**config.mk**
```make
export PLATFORM = sky130hd
export DESIGN_NAME = reg_burst_seq
export DESIGN_NICKNAME = d
export VERILOG_FILES = /design/src/rtl/reg_seq_pkg.sv /design/src/rtl/reg_seq_ctrl.sv /design/src/rtl/reg_seq_dp.sv /design/src/rtl/reg_burst_seq.sv
export SDC_FILE = /design/constraint.sdc
export NUM_CORES = 1
export LEC_CHECK = 0
export BUFFER_PORTS_ARGS = -buffer_cell sky130_fd_sc_hd__clkbuf_2
export CAP_MARGIN = 5
export CORE_MARGIN = 1.5
export CORE_UTILIZATION = 25
export DETAILED_ROUTE_END_ITERATION = 16
export SYNTH_ARGS = -nofsm -noshare
export SYNTH_HDL_FRONTEND = slang
export SYNTH_SLANG_ARGS = --single-unit
```
**constraint.sdc**
```tcl
create_clock -name clk -period 1.75 [get_ports clk]
set_clock_uncertainty 0.05 [all_clocks]
set_input_delay 0.525 -clock clk [delete_from_list [all_inputs] [get_ports clk]]
set_output_delay 0.525 -clock clk [all_outputs]
set_load 0.05 [all_outputs]
```
**src/rtl/reg_seq_pkg.sv**
```systemverilog
package reg_seq_pkg;

  typedef enum logic [2:0] {
    ST_CMD,
    ST_ADDR,
    ST_WR,
    ST_RD,
    ST_DRAIN
  } seqState_t;

  typedef struct packed {
    logic loadAddr;
    logic incAddr;
    logic captureRd;
  } dpStrobe_t;

endpackage

```
**src/rtl/reg_seq_ctrl.sv**
```systemverilog
module reg_seq_ctrl
  import reg_seq_pkg::*;
#(
  parameter int DATA_W = 8,
  parameter logic [DATA_W-1:0] CMD_WRITE = 8'h81,
  parameter logic [DATA_W-1:0] CMD_READ  = 8'h01
) (
  input  logic              clk,
  input  logic              rstN,
  input  logic              rxValid,
  input  logic [DATA_W-1:0] rxByte,
  input  logic              rxEom,
  input  logic              txReq,
  input  logic              addrOk,
  output dpStrobe_t         strobe,
  output logic              wrEn,
  output logic              rdEn,
  output logic              abortPulse
);

  seqState_t state, stateNext;
  logic isWrite, isWriteNext;

  always_ff @(posedge clk or negedge rstN) begin
    if (!rstN) begin
      state   <= ST_CMD;
      isWrite <= 1'b0;
    end else begin
      state   <= stateNext;
      isWrite <= isWriteNext;
    end
  end

  always_comb begin
    stateNext   = state;
    isWriteNext = isWrite;
    strobe      = '0;
    wrEn        = 1'b0;
    rdEn        = 1'b0;
    abortPulse  = 1'b0;
    if (rxEom) begin
      // end of message wins over anything else in this cycle
      stateNext = ST_CMD;
    end else begin
      unique case (state)
        ST_CMD: begin
          if (rxValid) begin
            if (rxByte == CMD_WRITE) begin
              stateNext   = ST_ADDR;
              isWriteNext = 1'b1;
            end else if (rxByte == CMD_READ) begin
              stateNext   = ST_ADDR;
              isWriteNext = 1'b0;
            end else begin
              abortPulse = 1'b1;
              stateNext  = ST_DRAIN;
            end
          end
        end
        ST_ADDR: begin
          if (rxValid) begin
            strobe.loadAddr = 1'b1;
            stateNext       = isWrite ? ST_WR : ST_RD;
          end
        end
        ST_WR: begin
          if (rxValid) begin
            if (addrOk) begin
              wrEn           = 1'b1;
              strobe.incAddr = 1'b1;
            end else begin
              abortPulse = 1'b1;
              stateNext  = ST_DRAIN;
            end
          end
        end
        ST_RD: begin
          if (rxValid) begin
            // host may not send data while the block is replying
            abortPulse = 1'b1;
            stateNext  = ST_DRAIN;
          end else if (txReq) begin
            if (addrOk) begin
              rdEn             = 1'b1;
              strobe.incAddr   = 1'b1;
              strobe.captureRd = 1'b1;
            end else begin
              abortPulse = 1'b1;
              stateNext  = ST_DRAIN;
            end
          end
        end
        default: ; // ST_DRAIN: wait for end of message
      endcase
    end
  end

endmodule

```
**src/rtl/reg_seq_dp.sv**
```systemverilog
module reg_seq_dp
  import reg_seq_pkg::*;
#(
  parameter int ADDR_W = 8,
  parameter int DATA_W = 8
) (
  input  logic              clk,
  input  logic              rstN,
  input  dpStrobe_t         strobe,
  input  logic [DATA_W-1:0] rxByte,
  input  logic [DATA_W-1:0] rdData,
  output logic [ADDR_W-1:0] addr,
  output logic [DATA_W-1:0] txByte,
  output logic              txValid
);

  localparam logic [ADDR_W-1:0] ADDR_ONE = ADDR_W'(1);

  always_ff @(posedge clk or negedge rstN) begin
    if (!rstN) begin
      addr <= '0;
    end else if (strobe.loadAddr) begin
      addr <= rxByte[ADDR_W-1:0];
    end else if (strobe.incAddr) begin
      addr <= addr + ADDR_ONE;
    end
  end

  always_ff @(posedge clk or negedge rstN) begin
    if (!rstN) begin
      txByte  <= '0;
      txValid <= 1'b0;
    end else begin
      txValid <= strobe.captureRd;
      if (strobe.captureRd) txByte <= rdData;
    end
  end

endmodule

```
**src/rtl/reg_burst_seq.sv**
```systemverilog
module reg_burst_seq
  import reg_seq_pkg::*;
#(
  parameter int ADDR_W = 8,
  parameter int DATA_W = 8,
  parameter logic [DATA_W-1:0] CMD_WRITE = 8'h81,
  parameter logic [DATA_W-1:0] CMD_READ  = 8'h01
) (
  input  logic              clk,
  input  logic              rstN,
  input  logic              rxValid,
  input  logic [DATA_W-1:0] rxByte,
  input  logic              rxEom,
  input  logic              txReq,
  output logic [DATA_W-1:0] txByte,
  output logic              txValid,
  output logic              abort,
  output logic [ADDR_W-1:0] regAddr,
  output logic [DATA_W-1:0] regWrData,
  output logic              regWrEn,
  output logic              regRdEn,
  input  logic [DATA_W-1:0] regRdData,
  input  logic              regAddrOk
);

  dpStrobe_t strobe;

  reg_seq_ctrl #(
    .DATA_W(DATA_W), .CMD_WRITE(CMD_WRITE), .CMD_READ(CMD_READ)
  ) ctrl_i (
    .clk(clk), .rstN(rstN), .rxValid(rxValid), .rxByte(rxByte),
    .rxEom(rxEom), .txReq(txReq), .addrOk(regAddrOk), .strobe(strobe),
    .wrEn(regWrEn), .rdEn(regRdEn), .abortPulse(abort)
  );

  reg_seq_dp #(
    .ADDR_W(ADDR_W), .DATA_W(DATA_W)
  ) dp_i (
    .clk(clk), .rstN(rstN), .strobe(strobe), .rxByte(rxByte),
    .rdData(regRdData), .addr(regAddr), .txByte(txByte), .txValid(txValid)
  );

  assign regWrData = rxByte;

endmodule

```
After elaboration in Yosys (flattened, before gate mapping)
Index checks and enable logic that the tools add are counted.
{ "classes": {"addsub": 1, "eq_ne": 9, "muxes": 40, "bitwise": 1, "n_reduce_logical": 6} }
{ "op_table": {"columns": ["cell", "count"], "rows": [
  ["$mux W3", 10],
  ["$mux W1", 22],
  ["$mux W8", 2],
  ["$pmux W3 S4", 1],
  ["$ne A3 B3 Y1 const B", 3],
  ["$add A8 B1 Y8 const B", 1],
  ["$eq A8 B1 Y1 const B", 1],
  ["$eq A8 B8 Y1 const B", 1],
  ["$eq A3 B2 Y1 const B", 2],
  ["$mux W2", 3],
  ["$reduce_and A5 Y1", 1],
  ["$reduce_bool A5 Y1", 1],
  ["$ne A4 B4 Y1 const B", 1],
  ["$reduce_and A4 Y1", 1],
  ["$reduce_bool A2 Y1", 2],
  ["$eq A3 B1 Y1 const B", 1],
  ["$logic_not A3 Y1", 1],
  ["$pmux W1 S3", 1],
  ["$pmux W1 S2", 1],
  ["$not A1 Y1", 1]
]} }
{ "word_totals": {"register_bits": 21, "input_bits": 22, "output_inout_bits": 28, "word_cells": 62} }

Depth between registers and ports, before layout
{ "depth": {"ltp_word": 7, "mapped_depth": 6, "mapped_depth_nobuf": 5} }

Modules after synthesis
Synthesis repeated with hierarchy kept, for this count alone.
{ "unflattened": {"hier_cells": 114, "area_unflattened_um2": 1182.4} }
{ "by_module_without_submodules": {"columns": ["module", "n_inst", "cells_each", "area_each_um2", "seq_area_each_um2"], "rows": [
  ["reg_seq_dp", 1, 67, 769.5, 425.4],
  ["reg_seq_ctrl", 1, 39, 352.8, 100.1],
  ["reg_burst_seq", 1, 8, 60.1, 0.0]
]} }

Worst setup path after synthesis
OpenSTA, ideal clock, no wires.
{ "synth_timing": {"kind": "input to output", "from": "input port rxValid", "to": "output port abort", "arrival_ps": 2453, "required_ps": 1175, "path_slack_ps": -1278, "cell_stages": 5, "path_buffers": 1, "path_cell_list": "buf_2 > nand2b_4 > nor2_1 > a21oi_1 > nor4_1"} }
{ "synth_via": {"elab_chain_cells": 3, "elab_cells_between_ends": 5, "classes_between": "mux (5)"} }
{ "synth_lines": {"columns": ["item", "line", "source"], "rows": [
  ["start, declared", "reg_burst_seq.sv:11", "input logic rxValid,"],
  ["$mux W1, on equally long branches", "reg_seq_ctrl.sv:78, reg_seq_ctrl.sv:47, reg_seq_ctrl.sv:67", null],
  ["$pmux W1 S3 (*)", "reg_seq_ctrl.sv:45", "unique case (state)"],
  ["$mux W1 (*)", "reg_seq_ctrl.sv:41", "if (rxEom) begin"],
  ["end, declared", "reg_burst_seq.sv:17", "output logic abort,"]
]} }
Mark *: on every way between the ends. The rest lies on a longest branch, timed or not.

Final worst setup path
{ "layout_timing": {"from": "input port rxByte[1]", "to": "output port abort"} }
{ "layout_via": {"elab_chain_cells": 6, "elab_cells_between_ends": 7, "classes_between": "eq/ne (2); mux (5)"} }
{ "layout_lines": {"columns": ["item", "line", "source"], "rows": [
  ["start, declared", "reg_burst_seq.sv:12", "input logic [DATA_W-1:0] rxByte,"],
  ["$eq A8 B1 Y1", "reg_seq_ctrl.sv:51", "end else if (rxByte == CMD_READ) begin"],
  ["$mux W1", "reg_seq_ctrl.sv:51", null],
  ["$mux W1 (*)", "reg_seq_ctrl.sv:48", "if (rxByte == CMD_WRITE) begin"],
  ["$mux W1 (*)", "reg_seq_ctrl.sv:47", "if (rxValid) begin"],
  ["$pmux W1 S3 (*)", "reg_seq_ctrl.sv:45", null],
  ["$mux W1 (*)", "reg_seq_ctrl.sv:41", null]
]} }
Marked as above.

==> metrics.yaml <==
final_layout:
  fin_nets: 213
  layout-drive-gt1-share: 0.635
  fin_cells: 243
  area_delta_synth_final_pct: 63.4
  insertedDiodeCount: 0
timing:
  hold_viol: 0
  setup_slack_ns: -0.266
  rsz0062_at_grt: "yes"
  drv_slew: 0
  relSlewSlack: 0.640
  worstMarginPinSlew_ns: 0.540
  timing.setup.tns_ns: -0.837
  fmax_mhz: 496
  finalSetupViolCount: 6
  fin_crit_sh: 1.15
  min_period_ns: 2.02
synth:
  async_flop_share: 1.00
  syn_inst: 110
  synth_area_leader_cell: "dfrtp_1"
  synth_seq_cells: 21
  synth.cell_area_um2: 1200
  yosys_warnings: 0
  synth_fp_nets: 133
  yosys_most_used_dff: "dfrtp_1"
  ys_seq_area_frac: 0.437
  synth_top_area_frac: 0.437
  synth-edff-count: 0
  synthTopCellsByCount: "dfrtp_1, mux2_2, buf_4"
  yosysUniqueCellTypes: 35
  yosys.cell_count.top_type: "dfrtp_1"
  synth_area_leaders: "dfrtp_1, mux2_2, buf_4"
  avgSynthCellArea_um2: 10.9
route:
  wirelength_um: 3180
  drt-vias-per-instance: 4.77
  ant_nets: 0
  drc: 0
  drt-initial-drc-count: 20
  wire_per_inst_um: 13.1
  drt_pass1_iterations: 4
  vias: 1159
cts:
  clk_latency_ns: 0.26
  htreeDepth: 1
  cts-root-buf: "clkbuf_8"
  cts_buffers: 3
  cts_sinks: 21
  clockBufferDepth: 2
  cts_tree: "built"
  path_clk_slew_ns: 0.08
setup_path:
  r2r_start: "ctrl_i.state[2]"
  r2r-end: "dp_i.addr[5]"
  r2r_setup_slack_ns: -0.08
  slowest_stage: "nor4b_4"
  end_kind: "primary output"
  critical_path_depth: 6
  r2r_cells: 5
  critical_path_required_ns: 1.17
  slowest_delay_ns: 0.29
  critical_path_class: "in -> out"
  cp_top_family: "simple AND/OR/NAND/NOR gates"
  cp_max_fo: 2
  path_buf_inv: 2
  cp-start-kind: "input port"
  arrival_ns: 1.44
  path_cells: "buf_6 > nor4b_4 > nand2_2 > a21oi_4 > nor4_4 > clkbuf_8"
  startpoint: "rxByte[1]"
  crit_path_end: "abort"
die:
  die_h_um: 72.4
  coreArea_um2: 4690
  start_util: 0.257
  chipWidth_um: 72.4
  io_pins: 50
  rows: 25
  die_area_um2: 5240
worst_hold_path:
  holdCritPathClass: "in -> async"
power:
  p_leak_nw: 0.949
  ir_worst_vdd_mv: 0.380
  powerDensity_nw_per_um2: 923
placement:
  post-place-cells: 232
  port_buffers: 49
  dp_hpwl_um: 2340
  place_congestion: 0.776
global_route:
  grt_pass1_vias: 1156
  grt_usage: 0.121
  grt_pass1_wl_um: 5020
  grt_overflow_total: 0
  grt_max_degree: 22
  antenna_found_initial: 0
status:
  violations: "setup timing"
  status: "finished with violations"
job:
  drv_cap: 0
[report_power, final]
group | internal (mW) | total, mW | switching (mW)
logic | 0.275 | 0.812 | 0.538
clock network | 0.158 | 0.312 | 0.154
registers | 0.577 | 0.691 | 0.114
[per-stage QoR]
stage          instance area (um^2)   util  power [mW]  setup slack, ns  hold slack (ns)
6_report                       1970  0.419        1.82           -0.266            0.183
5_1_grt                        1970  0.419        1.93           -0.344            0.214
4_1_cts                        1880  0.401        1.82           -0.345            0.190
3_5_place_dp                   1760  0.375        1.47           -0.510            0.443
3_3_place_gp                   1760  0.375        1.46           -0.479            0.441
2_1_floorplan                  1280      -        1.23           -0.366            0.179
[cells by family after synthesis]
| kind of cell | synth area share |
|---|---|
| flops | 0.437 |
| buf+inv | 0.0738 |
| fa+ha+maj | 0.0104 |
| compound gates | 0.138 |
| simple gates | 0.212 |
| mux | 0.129 |
[worst register-to-register path, delay by kind of cell (launching register included)]
family	cells	cell delay [ns]
DFF	1	0.43
muxes	1	0.32
buffers and inverters	1	0.16
AOI/OAI and AO/OA	2	0.51
and+or+nand+nor	1	0.23
[what timing repair did]
action | 4_1_cts | 5_1_grt
hold buffers | 0 | 0
endpoints found under the setup margin | 6 | 21
pin swaps | 8 | 7
resized for setup | 11 | 17
setup buffers | 5 | 4
[metal layers]
metal	vias to the layer above	track usage	routed length, um
met5	-	0	0
met4	0	0.0419	33
met3	4	0.0236	156
met2	45	0.214	1570
met1	542	0.146	1420
li1	568	-	-
[worst min path at each step]
stage / endpoint / start
4_1_cts: ctrl_i.state[0] / rstN
6_report: ctrl_i.state[0] / rstN
5_1_grt: ctrl_i.state[0] / rstN
3_3_place_gp: dp_i.txByte[6] / dp_i.txByte[6]
2_1_floorplan: ctrl_i.isWrite / rstN
3_5_place_dp: dp_i.txByte[2] / dp_i.txByte[2]
[cells in the final DEF, fill, tap and decap left out, types with 2 or more instances in the layout]
master    count
nor2b_1       2
nor3_2        2
buf_6        10
and3_1        2
a21oi_4       2
mux2i_1       2
nor2_1        6
nor2_4        2
nor3_1        4
o21ai_0       2
dfrtp_1      20
clkbuf_8      4
a221o_1       6
a21oi_1       3
clkbuf_2     43
buf_12        2
nand3_1       4
mux2_4       11
buf_4        30
nand2_1       4
[layout make-up]
type                            instances  area (um^2)
Tap cell                               54         67.6
Timing Repair Buffer                   87          612
Multi-Input combinational cell         76          711
Clock inverter                          1         5.00
Clock buffer                            3         41.3
Fill cell                             465         2730
Inverter                                1         3.75
Sequential cell                        21          527
[state kept, by name (all words and copies together), names as in the netlist]
register and cells:
dp_i.addr 8, ctrl_i.isWrite 1, dp_i.txByte 8, ctrl_i.state 3
dp_i.txValid 1
No activity file was read; power rests on OpenSTA's default activity.
